$ cat src/rtl/cdr_lock_pkg.sv
package cdr_lock_pkg;
  typedef enum logic {
    LOOP_REF  = 1'b0,
    LOOP_DATA = 1'b1
  } loop_sel_e;
endpackage

$ cat src/rtl/cdr_rst_sync.sv
module cdr_rst_sync #(
  parameter int STAGES = 2
) (
  input  logic clk_i,
  input  logic rst_ni,
  output logic rst_no
);
  logic [STAGES-1:0] chain_q;

  always_ff @(posedge clk_i or negedge rst_ni) begin
    if (!rst_ni) chain_q <= '0;
    else         chain_q <= {chain_q[STAGES-2:0], 1'b1};
  end

  assign rst_no = chain_q[STAGES-1];
endmodule

$ cat src/rtl/cdr_freq_meter.sv
module cdr_freq_meter #(
  parameter int WIN_LEN  = 65536,
  parameter int FREQ_TOL = 32
) (
  input  logic clk_i,
  input  logic rst_ni,
  input  logic ref_tick_i,
  input  logic rec_tick_i,
  output logic win_done_o,
  output logic win_pass_o
);
  localparam int          RW    = $clog2(WIN_LEN);
  localparam int          CW    = $clog2(WIN_LEN + FREQ_TOL + 2) + 1;
  localparam logic [RW-1:0] LAST = RW'(WIN_LEN - 1);
  localparam logic [CW:0] LO    = (CW+1)'(WIN_LEN - FREQ_TOL);
  localparam logic [CW:0] HI    = (CW+1)'(WIN_LEN + FREQ_TOL);
  localparam logic [CW:0] CMAX  = {1'b0, {CW{1'b1}}};

  logic [RW-1:0] ref_q, ref_d;
  logic [CW-1:0] rec_q, rec_d;
  logic          done_q, done_d;
  logic          pass_q, pass_d;
  logic [CW:0]   rec_sum;
  logic [CW-1:0] rec_sat;

  always_comb begin
    rec_sum = {1'b0, rec_q} + {{CW{1'b0}}, rec_tick_i};
    rec_sat = (rec_sum > CMAX) ? CMAX[CW-1:0] : rec_sum[CW-1:0];
    ref_d   = ref_q;
    rec_d   = rec_sat;
    done_d  = 1'b0;
    pass_d  = pass_q;
    if (ref_tick_i) begin
      if (ref_q == LAST) begin
        ref_d  = '0;
        rec_d  = '0;
        done_d = 1'b1;
        pass_d = (rec_sum >= LO) && (rec_sum <= HI);
      end else begin
        ref_d  = ref_q + 1'b1;
      end
    end
  end

  always_ff @(posedge clk_i or negedge rst_ni) begin
    if (!rst_ni) begin
      ref_q  <= '0;
      rec_q  <= '0;
      done_q <= 1'b0;
      pass_q <= 1'b0;
    end else begin
      ref_q  <= ref_d;
      rec_q  <= rec_d;
      done_q <= done_d;
      pass_q <= pass_d;
    end
  end

  assign win_done_o = done_q;
  assign win_pass_o = pass_q;
endmodule

$ cat src/rtl/cdr_activity_mon.sv
module cdr_activity_mon #(
  parameter int STUCK_LEN = 256
) (
  input  logic clk_i,
  input  logic rst_ni,
  input  logic rec_tick_i,
  input  logic rx_bit_i,
  output logic stuck_o
);
  localparam int            RUNW  = $clog2(STUCK_LEN + 1);
  localparam logic [RUNW-1:0] LIMIT = RUNW'(STUCK_LEN);

  logic            last_q, last_d;
  logic [RUNW-1:0] run_q, run_d;
  logic            stuck;

  assign stuck = (run_q == LIMIT);

  always_comb begin
    last_d = last_q;
    run_d  = run_q;
    if (rec_tick_i) begin
      last_d = rx_bit_i;
      if (rx_bit_i != last_q) run_d = '0;
      else if (!stuck)        run_d = run_q + 1'b1;
    end
  end

  always_ff @(posedge clk_i or negedge rst_ni) begin
    if (!rst_ni) begin
      last_q <= 1'b0;
      run_q  <= '0;
    end else begin
      last_q <= last_d;
      run_q  <= run_d;
    end
  end

  assign stuck_o = stuck;
endmodule

$ cat src/rtl/cdr_lock_fsm.sv
module cdr_lock_fsm
  import cdr_lock_pkg::*;
#(
  parameter int ENTER_WINS = 2
) (
  input  logic clk_i,
  input  logic rst_ni,
  input  logic win_done_i,
  input  logic win_pass_i,
  input  logic data_valid_i,
  input  logic stuck_i,
  input  logic bypass_i,
  output logic track_o,
  output logic lock_o
);
  localparam int          SW    = $clog2(ENTER_WINS + 1);
  localparam logic [SW-1:0] SLAST = SW'(ENTER_WINS - 1);

  loop_sel_e     state_q, state_d;
  logic [SW-1:0] streak_q, streak_d;
  logic          lock_q, lock_d;
  logic          data_ok;

  assign data_ok = data_valid_i && !stuck_i;

  always_comb begin
    state_d  = state_q;
    streak_d = streak_q;
    if (bypass_i) begin
      state_d  = LOOP_DATA;
      streak_d = '0;
    end else begin
      case (state_q)
        LOOP_REF: begin
          if (!data_ok) begin
            streak_d = '0;
          end else if (win_done_i) begin
            if (!win_pass_i) begin
              streak_d = '0;
            end else if (streak_q == SLAST) begin
              streak_d = '0;
              state_d  = LOOP_DATA;
            end else begin
              streak_d = streak_q + 1'b1;
            end
          end
        end
        default: begin
          if (!data_ok || (win_done_i && !win_pass_i)) begin
            state_d  = LOOP_REF;
            streak_d = '0;
          end
        end
      endcase
    end
    lock_d = (state_d == LOOP_DATA) && data_ok;
  end

  always_ff @(posedge clk_i or negedge rst_ni) begin
    if (!rst_ni) begin
      state_q  <= LOOP_REF;
      streak_q <= '0;
      lock_q   <= 1'b0;
    end else begin
      state_q  <= state_d;
      streak_q <= streak_d;
      lock_q   <= lock_d;
    end
  end

  assign track_o = (state_q == LOOP_DATA);
  assign lock_o  = lock_q;
endmodule

$ cat src/rtl/cdr_lock_ctrl.sv
module cdr_lock_ctrl #(
  parameter int WIN_LEN    = 65536,
  parameter int FREQ_TOL   = 32,
  parameter int STUCK_LEN  = 256,
  parameter int ENTER_WINS = 2
) (
  input  logic clk_i,
  input  logic rst_ni,
  input  logic ref_tick_i,
  input  logic rec_tick_i,
  input  logic rx_bit_i,
  input  logic data_valid_i,
  input  logic aid_bypass_i,
  output logic track_mode_o,
  output logic lock_o
);
  logic rst_n_int;
  logic win_done;
  logic win_pass;
  logic data_stuck;

  cdr_rst_sync #(.STAGES(2)) u_rst (
    .clk_i  (clk_i),
    .rst_ni (rst_ni),
    .rst_no (rst_n_int)
  );

  cdr_freq_meter #(.WIN_LEN(WIN_LEN), .FREQ_TOL(FREQ_TOL)) u_meter (
    .clk_i      (clk_i),
    .rst_ni     (rst_n_int),
    .ref_tick_i (ref_tick_i),
    .rec_tick_i (rec_tick_i),
    .win_done_o (win_done),
    .win_pass_o (win_pass)
  );

  cdr_activity_mon #(.STUCK_LEN(STUCK_LEN)) u_act (
    .clk_i      (clk_i),
    .rst_ni     (rst_n_int),
    .rec_tick_i (rec_tick_i),
    .rx_bit_i   (rx_bit_i),
    .stuck_o    (data_stuck)
  );

  cdr_lock_fsm #(.ENTER_WINS(ENTER_WINS)) u_fsm (
    .clk_i        (clk_i),
    .rst_ni       (rst_n_int),
    .win_done_i   (win_done),
    .win_pass_i   (win_pass),
    .data_valid_i (data_valid_i),
    .stuck_i      (data_stuck),
    .bypass_i     (aid_bypass_i),
    .track_o      (track_mode_o),
    .lock_o       (lock_o)
  );
endmodule

$ cat config.mk
export PLATFORM = sky130hd
export DESIGN_NAME = cdr_lock_ctrl
export DESIGN_NICKNAME = d
export VERILOG_FILES = /design/src/rtl/cdr_lock_pkg.sv /design/src/rtl/cdr_rst_sync.sv /design/src/rtl/cdr_freq_meter.sv /design/src/rtl/cdr_activity_mon.sv /design/src/rtl/cdr_lock_fsm.sv /design/src/rtl/cdr_lock_ctrl.sv
export SDC_FILE = /design/constraint.sdc
export NUM_CORES = 1
export LEC_CHECK = 0
export ABC_CLOCK_PERIOD_IN_PS = 1950
export BUFFER_PORTS_ARGS = -buffer_cell sky130_fd_sc_hd__buf_2
export CORE_ASPECT_RATIO = 1.4
export CORE_MARGIN = 2
export CORE_UTILIZATION = 54
export CTS_CLUSTER_SIZE = 14
export DETAILED_ROUTE_END_ITERATION = 6
export PLACE_DENSITY_LB_ADDON = 0.12
export SLEW_MARGIN = 5
export SYNTH_ARGS = -nofsm -noshare
export SYNTH_HDL_FRONTEND = slang
export SYNTH_HIERARCHICAL = 1
export SYNTH_SLANG_ARGS = --single-unit
export TNS_END_PERCENT = 100
$ cat constraint.sdc
create_clock -name clk_i -period 1.95 [get_ports clk_i]
set_clock_uncertainty 0.05 [all_clocks]
set_input_delay 0.2925 -clock clk_i [delete_from_list [all_inputs] [get_ports clk_i]]
set_output_delay 0.2925 -clock clk_i [all_outputs]
set_load 0.005 [all_outputs]
==> results of run 1 <==
sequential cells by signal (all words and copies together), names as in the netlist, 2 cells and up:
signal and cells:
u_act/run_q 9, u_fsm/streak_q 2, u_meter/rec_q 18, u_meter/ref_q 16, u_rst/chain_q 2
Yosys cell counts (all sizes together), types with 2 or more instances:
library cell	count
a21oi	18
a311oi	3
a31oi	2
and2	2
and3	5
and4	4
buf	11
clkbuf	2
dfrtp	52
ha	5
inv	17
mux2	2
nand2	23
nand2b	3
nand3	20
nand4	13
nor2	28
nor2b	2
nor3	8
nor3b	3
nor4	8
o211ai	2
o21ai	19
o22ai	2
o31a	2
o31ai	3
or4	2
xnor2	19
xor2	10
cell usage in the layout (no fill, tap or decap), types with 2 or more instances in the layout:
cell,n
sky130_fd_sc_hd__dfrtp_1,48
sky130_fd_sc_hd__nor2b_1,2
sky130_fd_sc_hd__nor3b_1,3
sky130_fd_sc_hd__nand3_1,19
sky130_fd_sc_hd__nor3_1,6
sky130_fd_sc_hd__dfrtp_2,4
sky130_fd_sc_hd__xnor2_1,18
sky130_fd_sc_hd__or4_4,2
sky130_fd_sc_hd__o22ai_2,2
sky130_fd_sc_hd__nor3_2,2
sky130_fd_sc_hd__nor2_1,28
sky130_fd_sc_hd__xor2_1,10
sky130_fd_sc_hd__o21ai_0,19
sky130_fd_sc_hd__mux2_2,2
sky130_fd_sc_hd__and3_1,2
sky130_fd_sc_hd__nand4_1,11
sky130_fd_sc_hd__buf_4,43
sky130_fd_sc_hd__and3_4,2
sky130_fd_sc_hd__nand4_4,2
sky130_fd_sc_hd__ha_1,3
sky130_fd_sc_hd__clkbuf_8,5
sky130_fd_sc_hd__and4_1,4
sky130_fd_sc_hd__inv_1,16
sky130_fd_sc_hd__a311oi_2,3
sky130_fd_sc_hd__nand2b_1,3
sky130_fd_sc_hd__nor4_2,4
sky130_fd_sc_hd__nor4_1,4
sky130_fd_sc_hd__o31a_1,2
sky130_fd_sc_hd__nand2_1,23
sky130_fd_sc_hd__a21oi_1,18
sky130_fd_sc_hd__and2_1,2
sky130_fd_sc_hd__ha_4,2
sky130_fd_sc_hd__buf_2,8
sky130_fd_sc_hd__o31ai_1,2
sky130_fd_sc_hd__a31oi_1,2
metrics by stage:
| stage | hold WS, ps | instances | cell area [µm²] |
|---|---|---|---|
| floorplan | -53.1 | 301 | 2900 |
| global placement | 26.6 | 406 | 3290 |
| detailed placement | 28.5 | 406 | 3290 |
| CTS | 205 | 415 | 3410 |
| global route | 208 | 415 | 3450 |
| finish | 213 | 415 | 3450 |
logic make-up (layout without fill, tap and decap cells):
kind of cell	count (synthesis)	in the layout	share of synthesized area (%)
flip-flops	52	52	45.6
multiplexers	2	2	0.790
other	1	1	0.132
AO/OA/AOI/OAI	55	55	12.5
XOR/XNOR	29	29	8.91
adder cells (fa/ha/maj)	5	5	2.19
buffers and inverters	30	78	4.48
AND/OR/NAND/NOR	127	127	25.4
what timing repair did:
action                     4_1_cts  5_1_grt
gates resized for setup          3        8
hold endpoints to repair         2        0
hold buffers                     1        0
pin swaps                        5        6
setup endpoints to repair        1        3
per-layer routing:
metal / up-vias / share of wire (%) / global-route usage (%)
li1: 1159 / - / -
met1: 1110 / 44 / 27.2
met2: 37 / 52 / 37.4
met3: 9 / 2.7 / 3.38
met4: 0 / 1.7 / 7.64
met5: - / 0 / 0
area by class of cell:
cell class                      instances  area share (%)
Clock buffer                            5            2.00
Clock inverter                          3           0.654
Inverter                               17            1.85
Multi-Input combinational cell        219            43.8
Sequential cell                        52            37.9
Tap cell                               66            2.40
Timing Repair Buffer                   53            11.4
worst paths after layout:
check                                  from                  to  slack [ps]  cells after the start
setup / recovery           u_meter/rec_q[0]  u_meter/win_pass_o        -200                      9
hold / removal                 data_valid_i        u_fsm/lock_o         210                      2
setup reg to reg           u_meter/rec_q[0]  u_meter/win_pass_o        -200                      9
hold reg to reg            u_rst/chain_q[0]    u_rst/chain_q[1]         310                      0
max in group asynchronous  u_rst/chain_q[1]   u_meter/rec_q[11]        1080                      1
min in group asynchronous            rst_ni    u_rst/chain_q[1]         230                      2
power by group through the flow:
stage               logic, µW  clock network (µW)  registers, µW
floorplan                 595                   0           1410
global placement          867                   0           1470
detailed placement        893                   0           1470
CTS                       933                 670           1450
global route             1060                 698           1490
finish                    949                 638           1460
worst max-delay path, stage by stage (launching register included):
cell                       delay (ps)
sky130_fd_sc_hd__dfrtp_1          380
sky130_fd_sc_hd__ha_4             150
sky130_fd_sc_hd__buf_4            140
sky130_fd_sc_hd__nand4_1          220
sky130_fd_sc_hd__or2_1            310
sky130_fd_sc_hd__nor3_2           150
sky130_fd_sc_hd__xnor2_1          120
sky130_fd_sc_hd__nand4b_1         180
sky130_fd_sc_hd__o31a_1           300
sky130_fd_sc_hd__o22ai_2           80
==> insert_results.sql, run 1 <==
INSERT INTO impl_metrics (metric_group, metric, value, unit) VALUES
('layout', 'layout-drive-gt1-share', '26.6', '%'),
('timing', 'final.period_utilization', '110', '%'),
('logic_synthesis', 'async_flop_share', '100', '%'),
('logic_synthesis', 'syn_nets', '313', ''),
('layout', 'antennaDiodeCount', '0', ''),
('die', 'dieHeight', '90.0', 'µm'),
('detailed_routing', 'dr_vias_cell', '5.58', ''),
('run_status', 'failing_checks', 'setup timing', ''),
('die', 'initial_utilization', '55.7', '%'),
('logic_synthesis', 'syn-instance-count', '301', ''),
('logic_synthesis', 'synth.lib_cells_used.distinct', '54', ''),
('detailed_routing', 'drt_pass1_iterations', '5', ''),
('layout', 'register_area', '1310', 'µm²'),
('logic_synthesis', 'warnings_synthesis', '6', ''),
('pwr', 'clock_power_share', '20.9', '%'),
('pwr', 'worst_ir_drop_vdd', '0.420', 'mV'),
('die', 'area_enclosed_by_the_die_boundary', '5890', 'µm²'),
('clock_tree', 'clkTransAtPathRegs', '100', 'ps'),
('pwr', 'pwr-share-comb', '31.1', '%'),
('die', 'core_area', '5120', 'µm²'),
('clock_tree', 'cts-buffers-inserted', '5', ''),
('grt', 'number_of_global_route_vias_before_repair', '2201', ''),
('place', 'io_buffer_count', '8', ''),
('place', 'preCtsSetupSlack', '-307', 'ps'),
('place', 'routabilityCongestion', '0.898', ''),
('timing', 'grt_setup_unrepaired', 'yes', ''),
('logic_synthesis', 'synth-seq-area-share', '45.6', '%'),
('grt', 'grt_start_max_net_pins', '51', ''),
('timing', 'final.setup.tns', '-196', 'ps'),
('die', 'placementRows', '31', ''),
('pwr', 'p_sw', '1060', 'µW'),
('layout', 'area.growth.synth_to_final', '20.8', '%'),
('detailed_routing', 'detailedRoute.firstIterationViolations', '143', ''),
('die', 'ios', '9', ''),
('timing', 'drv_slew', '0', ''),
('setup_path', 'setup.worst_path.start_class', 'flop', ''),
('timing', 'layout_setup_ws', '-196', 'ps'),
('layout', 'fin_nets', '360', ''),
('logic_synthesis', 'syn-mean-instance-area', '9.47', 'µm²'),
('setup_path', 'timing.critical_path.required', '2140', 'ps'),
('detailed_routing', 'detail_route.drc_violations', '0', ''),
('run_status', 'status', 'finished, violations left', ''),
('clock_tree', 'h-tree-depth', '2', ''),
('logic_synthesis', 'synth_edf_count', '0', ''),
('clock_tree', 'clock_tree.root_cell', 'sky130_fd_sc_hd__clkbuf_8', ''),
('clock_tree', 'clkLatencyLatePin', '310', 'ps'),
('min_path', 'worst_hold_path_type', 'primary input to flop', ''),
('detailed_routing', 'route.detailed.wl_per_inst', '14.3', 'µm'),
('logic_synthesis', 'dominantRegCellSynth', 'sky130_fd_sc_hd__dfrtp_1', ''),
('clock_tree', 'numClockSinks', '52', ''),
('grt', 'number_of_antenna_violations_at_the_first_check_in_global_routing', '0', ''),
('layout', 'final.fill_count', '443', ''),
('setup_path', 'worst_setup_path_end_kind', 'flop', ''),
('logic_synthesis', 'netlist_top_cells_area', 'sky130_fd_sc_hd__dfrtp_1 (46%), sky130_fd_sc_hd__xnor2_1 (5.8%), sky130_fd_sc_hd__nor2_1 (3.7%)', ''),
('timing', 'setup-violations-final', '1', ''),
('grt', 'overflow', '0', ''),
('logic_synthesis', 'synth_top_area_share', '45.6', '%'),
('clock_tree', 'post_cts_buffers', '0', ''),
('setup_path', 'worstPathMaxFanout', '5', ''),
('job', 'cap_violations', '0', ''),
('timing', 'min_period', '2150', 'ps'),
('clock_tree', 'cts_tree', 'built', ''),
('logic_synthesis', 'yosysTopAreaCell', 'sky130_fd_sc_hd__dfrtp_1', ''),
('pwr', 'post-layout-total-power', '3050', 'µW'),
('detailed_routing', 'drt-total-wl', '5950', 'µm'),
('pwr', 'sw_frac_of_total', '34.9', '%'),
('timing', 'timing.slew.headroom', '59.0', '%'),
('layout', 'multi_input_area', '1510', 'µm²'),
('setup_path', 'cp.arrival', '2340', 'ps'),
('grt', 'grt_util_all_layers', '21.7', '%'),
('timing', 'worstMarginPinSlew', '615', 'ps');
No activity file was read; power rests on OpenSTA's default activity.
==> run 2: changes to the inputs <==
Settings changed: ABC_CLOCK_PERIOD_IN_PS 1950 to 2700.
Clock period 1.95 ns to 2.7 ns, I/O delays scaled along.
==> insert_results.sql, run 2 (synthesis gave the netlist of run 1 again) <==
INSERT INTO impl_metrics (metric_group, metric, value, unit) VALUES
('grt', 'grt_pass1_wl', '9700', 'µm'),
('place', 'io_buffer_count', '8', ''),
('layout', 'antennaDiodeCount', '0', ''),
('clock_tree', 'clkTransAtPathRegs', '90', 'ps'),
('setup_path', 'cp.arrival', '2650', 'ps'),
('place', 'placed_cells', '368', ''),
('clock_tree', 'cts_tree', 'built', ''),
('place', 'routabilityCongestion', '0.909', ''),
('pwr', 'sw_frac_of_total', '33.9', '%'),
('timing', 'max_clock_freq', '404', 'MHz'),
('timing', 'drv_slew', '0', ''),
('timing', 'grt_setup_unrepaired', 'no', ''),
('pwr', 'pwr-share-comb', '22.3', '%'),
('layout', 'finish.cell_count_without_fillers', '377', ''),
('die', 'initial_utilization', '55.7', '%'),
('layout', 'layout-drive-gt1-share', '13.2', '%'),
('grt', 'grt_start_max_net_pins', '51', ''),
('setup_path', 'worst-path-buf-inv', '0', ''),
('setup_path', 'cell_with_the_biggest_individual_delay_on_the_critical_path', 'sky130_fd_sc_hd__dfrtp_1', ''),
('job', 'cap_violations', '0', ''),
('die', 'area_enclosed_by_the_die_boundary', '5890', 'µm²'),
('grt', 'grt_util_met1', '25.7', '%'),
('layout', 'commonest_non_fill_non_tap_cell_in_the_layout', 'sky130_fd_sc_hd__dfrtp_1', ''),
('layout', 'highest_count_cells_in_the_layout_ignoring_fill_and_taps', 'sky130_fd_sc_hd__dfrtp_1 (51), sky130_fd_sc_hd__nor2_1 (28), sky130_fd_sc_hd__nand2_1 (23)', ''),
('setup_path', 'critPathTopFamily', 'simple AND/OR/NAND/NOR gates', ''),
('setup_path', 'critPathMostFrequentCell', 'sky130_fd_sc_hd__ha_1', ''),
('timing', 'worstMarginPinSlew', '665', 'ps'),
('grt', 'grt_util_all_layers', '20.5', '%'),
('pwr', 'power.density_cell_area', '630', 'nW/µm²'),
('pwr', 'seqPwrFrac', '55.6', '%'),
('setup_path', 'timing.critical_path.required', '2880', 'ps'),
('clock_tree', 'clock_tree.root_cell', 'sky130_fd_sc_hd__clkbuf_8', ''),
('clock_tree', 'cts-buffers-inserted', '5', ''),
('die', 'die_width', '65.4', 'µm'),
('layout', 'largestRegisters', 'u_meter/rec_q (18), u_meter/ref_q (16), u_act/run_q (9)', ''),
('die', 'ios', '9', ''),
('detailed_routing', 'num_vias', '2196', ''),
('setup_path', 'crit_path_cell_trace', 'ha_1, ha_1, and3_1, and3_4, mux2_2, o22ai_1, nand4b_1, o31a_1, o22ai_2', ''),
('layout', 'final.fill_count', '451', ''),
('grt', 'grtUsageMet2', '35.0', '%'),
('clock_tree', 'post_cts_buffers', '0', ''),
('place', 'dp_hpwl', '3870', 'µm'),
('run_status', 'status', 'completed', ''),
('grt', 'top_usage_layer', 'met2', ''),
('pwr', 'p_leak', '0.00127', 'µW'),
('layout', 'largest_register_ff_count', '18', ''),
('pwr', 'worst_ir_drop_vdd', '0.382', 'mV'),
('clock_tree', 'clkLatencyLatePin', '300', 'ps'),
('clock_tree', 'h-tree-depth', '2', ''),
('detailed_routing', 'postRouteAntennaNets', '0', ''),
('grt', 'number_of_global_route_vias_before_repair', '2216', ''),
('detailed_routing', 'route.detailed.wl_per_inst', '14.6', 'µm'),
('detailed_routing', 'detail_route.drc_violations', '0', ''),
('grt', 'overflow', '0', ''),
('layout', 'area.growth.synth_to_final', '7.11', '%'),
('setup_path', 'worst_setup_path_end_kind', 'flop', ''),
('timing', 'min_period', '2470', 'ps'),
('setup_path', 'timing_worst_setup_path_type', 'flop to flop', ''),
('die', 'dieHeight', '90.0', 'µm'),
('setup_path', 'critical_path_max_stage_delay', '340', 'ps'),
('layout', 'register_area', '1300', 'µm²'),
('layout', 'fin_nets', '322', ''),
('layout', 'largest_register', 'u_meter/rec_q', ''),
('detailed_routing', 'detailedRoute.firstIterationViolations', '123', ''),
('detailed_routing', 'dr_vias_cell', '5.82', ''),
('timing', 'hold_violations', '0', ''),
('timing', 'setup-violations-final', '0', ''),
('die', 'core_area', '5120', 'µm²'),
('setup_path', 'worst-r2r-setup-slack', '230', 'ps'),
('timing', 'timing.slew.headroom', '55.3', '%'),
('pwr', 'power.internal', '1270', 'µW'),
('timing', 'final.setup.tns', '0', 'ps'),
('timing', 'final.period_utilization', '91.6', '%'),
('pwr', 'clock_power_share', '22.1', '%'),
('grt', 'use_met3', '3.50', '%'),
('grt', 'number_of_antenna_violations_at_the_first_check_in_global_routing', '0', ''),
('pwr', 'p_sw', '653', 'µW'),
('detailed_routing', 'drt-total-wl', '5500', 'µm'),
('min_path', 'worst_hold_path_type', 'flop to flop', ''),
('clock_tree', 'clk_path_buf_depth', '2', ''),
('clock_tree', 'numClockSinks', '52', ''),
('setup_path', 'worstPathMaxFanout', '7', ''),
('detailed_routing', 'drt_pass1_iterations', '4', ''),
('setup_path', 'setup.worst_path.start_class', 'flop', ''),
('layout', 'multi_input_area', '1420', 'µm²'),
('die', 'placementRows', '31', '');
## run 2: cell types whose count changed in the layout (fill, tap and decap cells not counted), moves of 2 or more
cell | previous run | this run
sky130_fd_sc_hd__a311oi_2 | 3 | 1
sky130_fd_sc_hd__ha_4 | 2 | 0
sky130_fd_sc_hd__ha_1 | 3 | 5
sky130_fd_sc_hd__buf_4 | 43 | 6
sky130_fd_sc_hd__nor4_1 | 4 | 6
sky130_fd_sc_hd__dfrtp_2 | 4 | 1
sky130_fd_sc_hd__nor4_2 | 4 | 2
sky130_fd_sc_hd__a311oi_1 | 0 | 2
sky130_fd_sc_hd__dfrtp_1 | 48 | 51
## run 2: metrics by stage
step	hold WS [ps]	util (%)	worst slack, ps	total power, µW	area (µm²)
2_1_floorplan	59.4	-	272	1400	2850
3_3_place_gp	140	57.7	137	1510	2960
3_5_place_dp	144	57.7	80.9	1510	2960
4_1_cts	318	59.7	225	1950	3050
5_1_grt	321	59.7	35.9	2060	3050
6_report	311	59.7	226	1920	3050
## run 2: routing by layer
| metal | part of all wire (%) | vias to the layer above |
|---|---|---|
| met3 | 4.1 | 8 |
| met4 | 1.7 | 0 |
| met1 | 44 | 1035 |
| met2 | 51 | 67 |
| li1 | - | 1086 |
| met5 | 0 | - |
## run 2: power by group through the flow
stage	sequential (µW)	combinational, µW	clock, µW
floorplan	1010	396	0
global placement	1080	425	0
detailed placement	1080	428	0
CTS	1070	431	454
global route	1090	488	479
finish	1070	429	425
## run 2: worst register-to-register path, stage by stage (launching register included)
cell                       delay, ps
sky130_fd_sc_hd__dfrtp_1         340
sky130_fd_sc_hd__ha_1            170
sky130_fd_sc_hd__ha_1            310
sky130_fd_sc_hd__and3_1          310
sky130_fd_sc_hd__and3_4          240
sky130_fd_sc_hd__mux2_2          340
sky130_fd_sc_hd__o22ai_1         130
sky130_fd_sc_hd__nand4b_1        100
sky130_fd_sc_hd__o31a_1          300
sky130_fd_sc_hd__o22ai_2         110
## run 2: worst paths after layout
kind	start	endpoint	depth (start not counted)
min in group asynchronous	u_rst/chain_q[1]	u_act/run_q[4]	1
worst max-delay path	u_meter/rec_q[0]	u_meter/win_pass_o	9
worst max register to register	u_meter/rec_q[0]	u_meter/win_pass_o	9
max in group asynchronous	u_rst/chain_q[1]	u_meter/ref_q[12]	1
worst min register to register	u_rst/chain_q[0]	u_rst/chain_q[1]	0
worst min-delay path	u_rst/chain_q[0]	u_rst/chain_q[1]	0
## run 2: layout make-up
type | count | area share (%)
clock inverters | 3 | 0.615
well taps | 66 | 2.70
clock buffers | 5 | 2.25
repair buffers | 15 | 3.11
flip-flops and latches | 52 | 42.6
inverters | 17 | 2.09
multi-input cells | 219 | 46.6
## run 2: what timing repair did
| action | 4_1_cts | 5_1_grt |
|---|---|---|
| resized for setup | 0 | 0 |
| endpoints found under the hold margin | 2 | 0 |
| hold buffers | 1 | 0 |
==> run 3: changes to the inputs <==
Settings changed: CELL_PAD_IN_SITES_DETAIL_PLACEMENT set to 1, CELL_PAD_IN_SITES_GLOBAL_PLACEMENT set to 1, CORE_UTILIZATION 54 to 52, REMOVE_ABC_BUFFERS set to 1.
==> insert_results.sql, run 3 (synthesis gave the netlist of run 1 again) <==
INSERT INTO impl_metrics (metric_group, metric, value, unit) VALUES
('grt', 'grt_pass1_wl', '11400', 'µm'),
('timing', 'worstMarginPinSlew', '735', 'ps'),
('pwr', 'p_sw', '717', 'µW'),
('detailed_routing', 'drt_pass1_iterations', '4', ''),
('detailed_routing', 'route.detailed.wl_per_inst', '17.7', 'µm'),
('timing', 'timing.slew.headroom', '50.6', '%'),
('die', 'initial_utilization', '54.5', '%'),
('setup_path', 'timing.rr.start', 'u_meter/rec_q[0]', ''),
('detailed_routing', 'postRouteAntennaNets', '0', ''),
('layout', 'highest_count_cells_in_the_layout_ignoring_fill_and_taps', 'sky130_fd_sc_hd__dfrtp_1 (51), sky130_fd_sc_hd__nor2_1 (28), sky130_fd_sc_hd__nand2_1 (23)', ''),
('setup_path', 'worst_r2r_endpoint', 'u_meter/win_pass_o', ''),
('setup_path', 'timing.critical_path.required', '2880', 'ps'),
('layout', 'commonest_non_fill_non_tap_cell_in_the_layout', 'sky130_fd_sc_hd__dfrtp_1', ''),
('grt', 'number_of_global_route_vias_before_repair', '2429', ''),
('pwr', 'power.internal', '1280', 'µW'),
('timing', 'final.setup.tns', '0', 'ps'),
('layout', 'area.growth.synth_to_final', '8.29', '%'),
('die', 'dieHeight', '91.6', 'µm'),
('run_status', 'status', 'completed', ''),
('clock_tree', 'h-tree-depth', '2', ''),
('timing', 'grt_setup_unrepaired', 'no', ''),
('layout', 'final.fill_count', '607', ''),
('clock_tree', 'cts_tree', 'built', ''),
('layout', 'largestRegisters', 'u_meter/rec_q (18), u_meter/ref_q (16), u_act/run_q (9)', ''),
('timing', 'final.hold.worst_slack', '183', 'ps'),
('setup_path', 'crit_path_cell_trace', 'ha_1, ha_1, and3_1, a311oi_1, a31oi_1, a311oi_1, nand3_1, o31a_1, o22ai_2', ''),
('setup_path', 'setup.worst_path.start_class', 'flop', ''),
('clock_tree', 'post_cts_buffers', '0', ''),
('grt', 'grt_start_max_net_pins', '22', ''),
('detailed_routing', 'num_vias', '2301', ''),
('detailed_routing', 'dr_vias_cell', '6.04', ''),
('clock_tree', 'cts_repair_resize_count', '0', ''),
('detailed_routing', 'detailedRoute.firstIterationViolations', '108', ''),
('layout', 'fin_nets', '326', ''),
('layout', 'largest_register', 'u_meter/rec_q', ''),
('setup_path', 'cell_with_the_biggest_individual_delay_on_the_critical_path', 'sky130_fd_sc_hd__dfrtp_1', ''),
('pwr', 'seqPwrFrac', '54.5', '%'),
('pwr', 'sw_frac_of_total', '35.8', '%'),
('place', 'dp_hpwl', '5090', 'µm'),
('layout', 'largest_register_ff_count', '18', ''),
('setup_path', 'worstPathMaxFanout', '5', ''),
('setup_path', 'cp.arrival', '2670', 'ps'),
('timing', 'drv_slew', '0', ''),
('die', 'ios', '9', ''),
('timing', 'max_clock_freq', '402', 'MHz'),
('setup_path', 'worst_setup_path_end_kind', 'flop', ''),
('min_path', 'worst_hold_path_type', 'flop to asynchronous set/reset pin', ''),
('clock_tree', 'cts-buffers-inserted', '5', ''),
('timing', 'hold_violations', '0', ''),
('layout', 'antennaDiodeCount', '0', ''),
('timing', 'final.period_utilization', '92.1', '%'),
('layout', 'multi_input_area', '1420', 'µm²'),
('die', 'area_enclosed_by_the_die_boundary', '6100', 'µm²'),
('pwr', 'power.density_cell_area', '648', 'nW/µm²'),
('job', 'cap_violations', '0', ''),
('setup_path', 'worst-r2r-setup-slack', '210', 'ps'),
('clock_tree', 'numClockSinks', '52', ''),
('place', 'routabilityCongestion', '0.885', ''),
('pwr', 'pwr-share-comb', '23.1', '%'),
('clock_tree', 'clkLatencyLatePin', '310', 'ps'),
('die', 'placementRows', '31', ''),
('layout', 'final_core_util', '59.0', '%'),
('pwr', 'worst_ir_drop_vdd', '0.384', 'mV'),
('clock_tree', 'clock_tree.root_cell', 'sky130_fd_sc_hd__clkbuf_8', ''),
('layout', 'layout-drive-gt1-share', '14.3', '%'),
('pwr', 'clock_power_share', '22.4', '%'),
('clock_tree', 'cts_hold_buffers', '1', ''),
('grt', 'number_of_antenna_violations_at_the_first_check_in_global_routing', '0', ''),
('clock_tree', 'clkTransAtPathRegs', '90', 'ps'),
('setup_path', 'timing.reg2reg.worst_path_depth', '9', ''),
('setup_path', 'critical_path_max_stage_delay', '380', 'ps'),
('pwr', 'p_leak', '0.00129', 'µW'),
('die', 'die_width', '66.6', 'µm'),
('grt', 'overflow', '0', ''),
('grt', 'grt_util_all_layers', '24.7', '%'),
('detailed_routing', 'detail_route.drc_violations', '0', ''),
('layout', 'register_area', '1300', 'µm²'),
('die', 'core_area', '5240', 'µm²'),
('detailed_routing', 'drt-total-wl', '6740', 'µm'),
('place', 'io_buffer_count', '8', ''),
('clock_tree', 'clk_path_buf_depth', '2', ''),
('timing', 'min_period', '2490', 'ps'),
('setup_path', 'timing_worst_setup_path_type', 'flop to flop', ''),
('timing', 'setup-violations-final', '0', '');
run 3: power groups by stage:
stage | sequential (µW) | combinational [µW] | clock (µW)
2_1_floorplan | 1050 | 326 | 0
3_3_place_gp | 1090 | 432 | 0
3_5_place_dp | 1100 | 450 | 0
4_1_cts | 1080 | 461 | 463
5_1_grt | 1120 | 520 | 498
6_report | 1090 | 462 | 448
run 3: worst max-delay path by stage:
stage	startpoint	end	slack, ps	cells after the start
finish	u_meter/rec_q[0]	u_meter/win_pass_o	210	9
CTS	u_meter/rec_q[0]	u_meter/win_pass_o	270	9
floorplan	rec_tick_i	u_meter/win_pass_o	280	9
global placement	rec_tick_i	u_meter/win_pass_o	200	10
detailed placement	rec_tick_i	u_meter/win_pass_o	130	10
global route	u_meter/rec_q[0]	u_meter/win_pass_o	140	9
run 3: per-layer routing:
layer | share of wire (%) | track usage (%) | vias to the layer above | routed length [µm]
met5 | 0 | 0 | - | 0
met4 | 2.5 | 10.2 | 0 | 167
met3 | 2.6 | 4.17 | 16 | 173
met2 | 55 | 45.1 | 31 | 3710
met1 | 40 | 27.4 | 1162 | 2690
li1 | - | - | 1092 | -
run 3: final cells by class:
class,instances,share of cell area [%]
clock buffer,5,2.23
clock inverter,3,0.729
inverter,17,2.07
multi-input combinational,219,46.1
sequential,52,42.2
tap,66,2.67
timing repair buffer,19,4.05
run 3: worst max-delay path: cells and delay by family, from the launching register on:
kind | cells | cell delay, ps
and+or+nand+nor | 2 | 410
adders and majority gates | 2 | 460
AOI/OAI and AO/OA | 5 | 1130
DFF | 1 | 380
run 3: metrics by stage:
stage,power (µW),cells,setup WS (ps),area (µm²)
2_1_floorplan,1380,288,276,2790
3_3_place_gp,1520,372,205,2990
3_5_place_dp,1550,372,128,2990
4_1_cts,2010,381,271,3090
5_1_grt,2140,381,142,3090
6_report,2000,381,213,3090
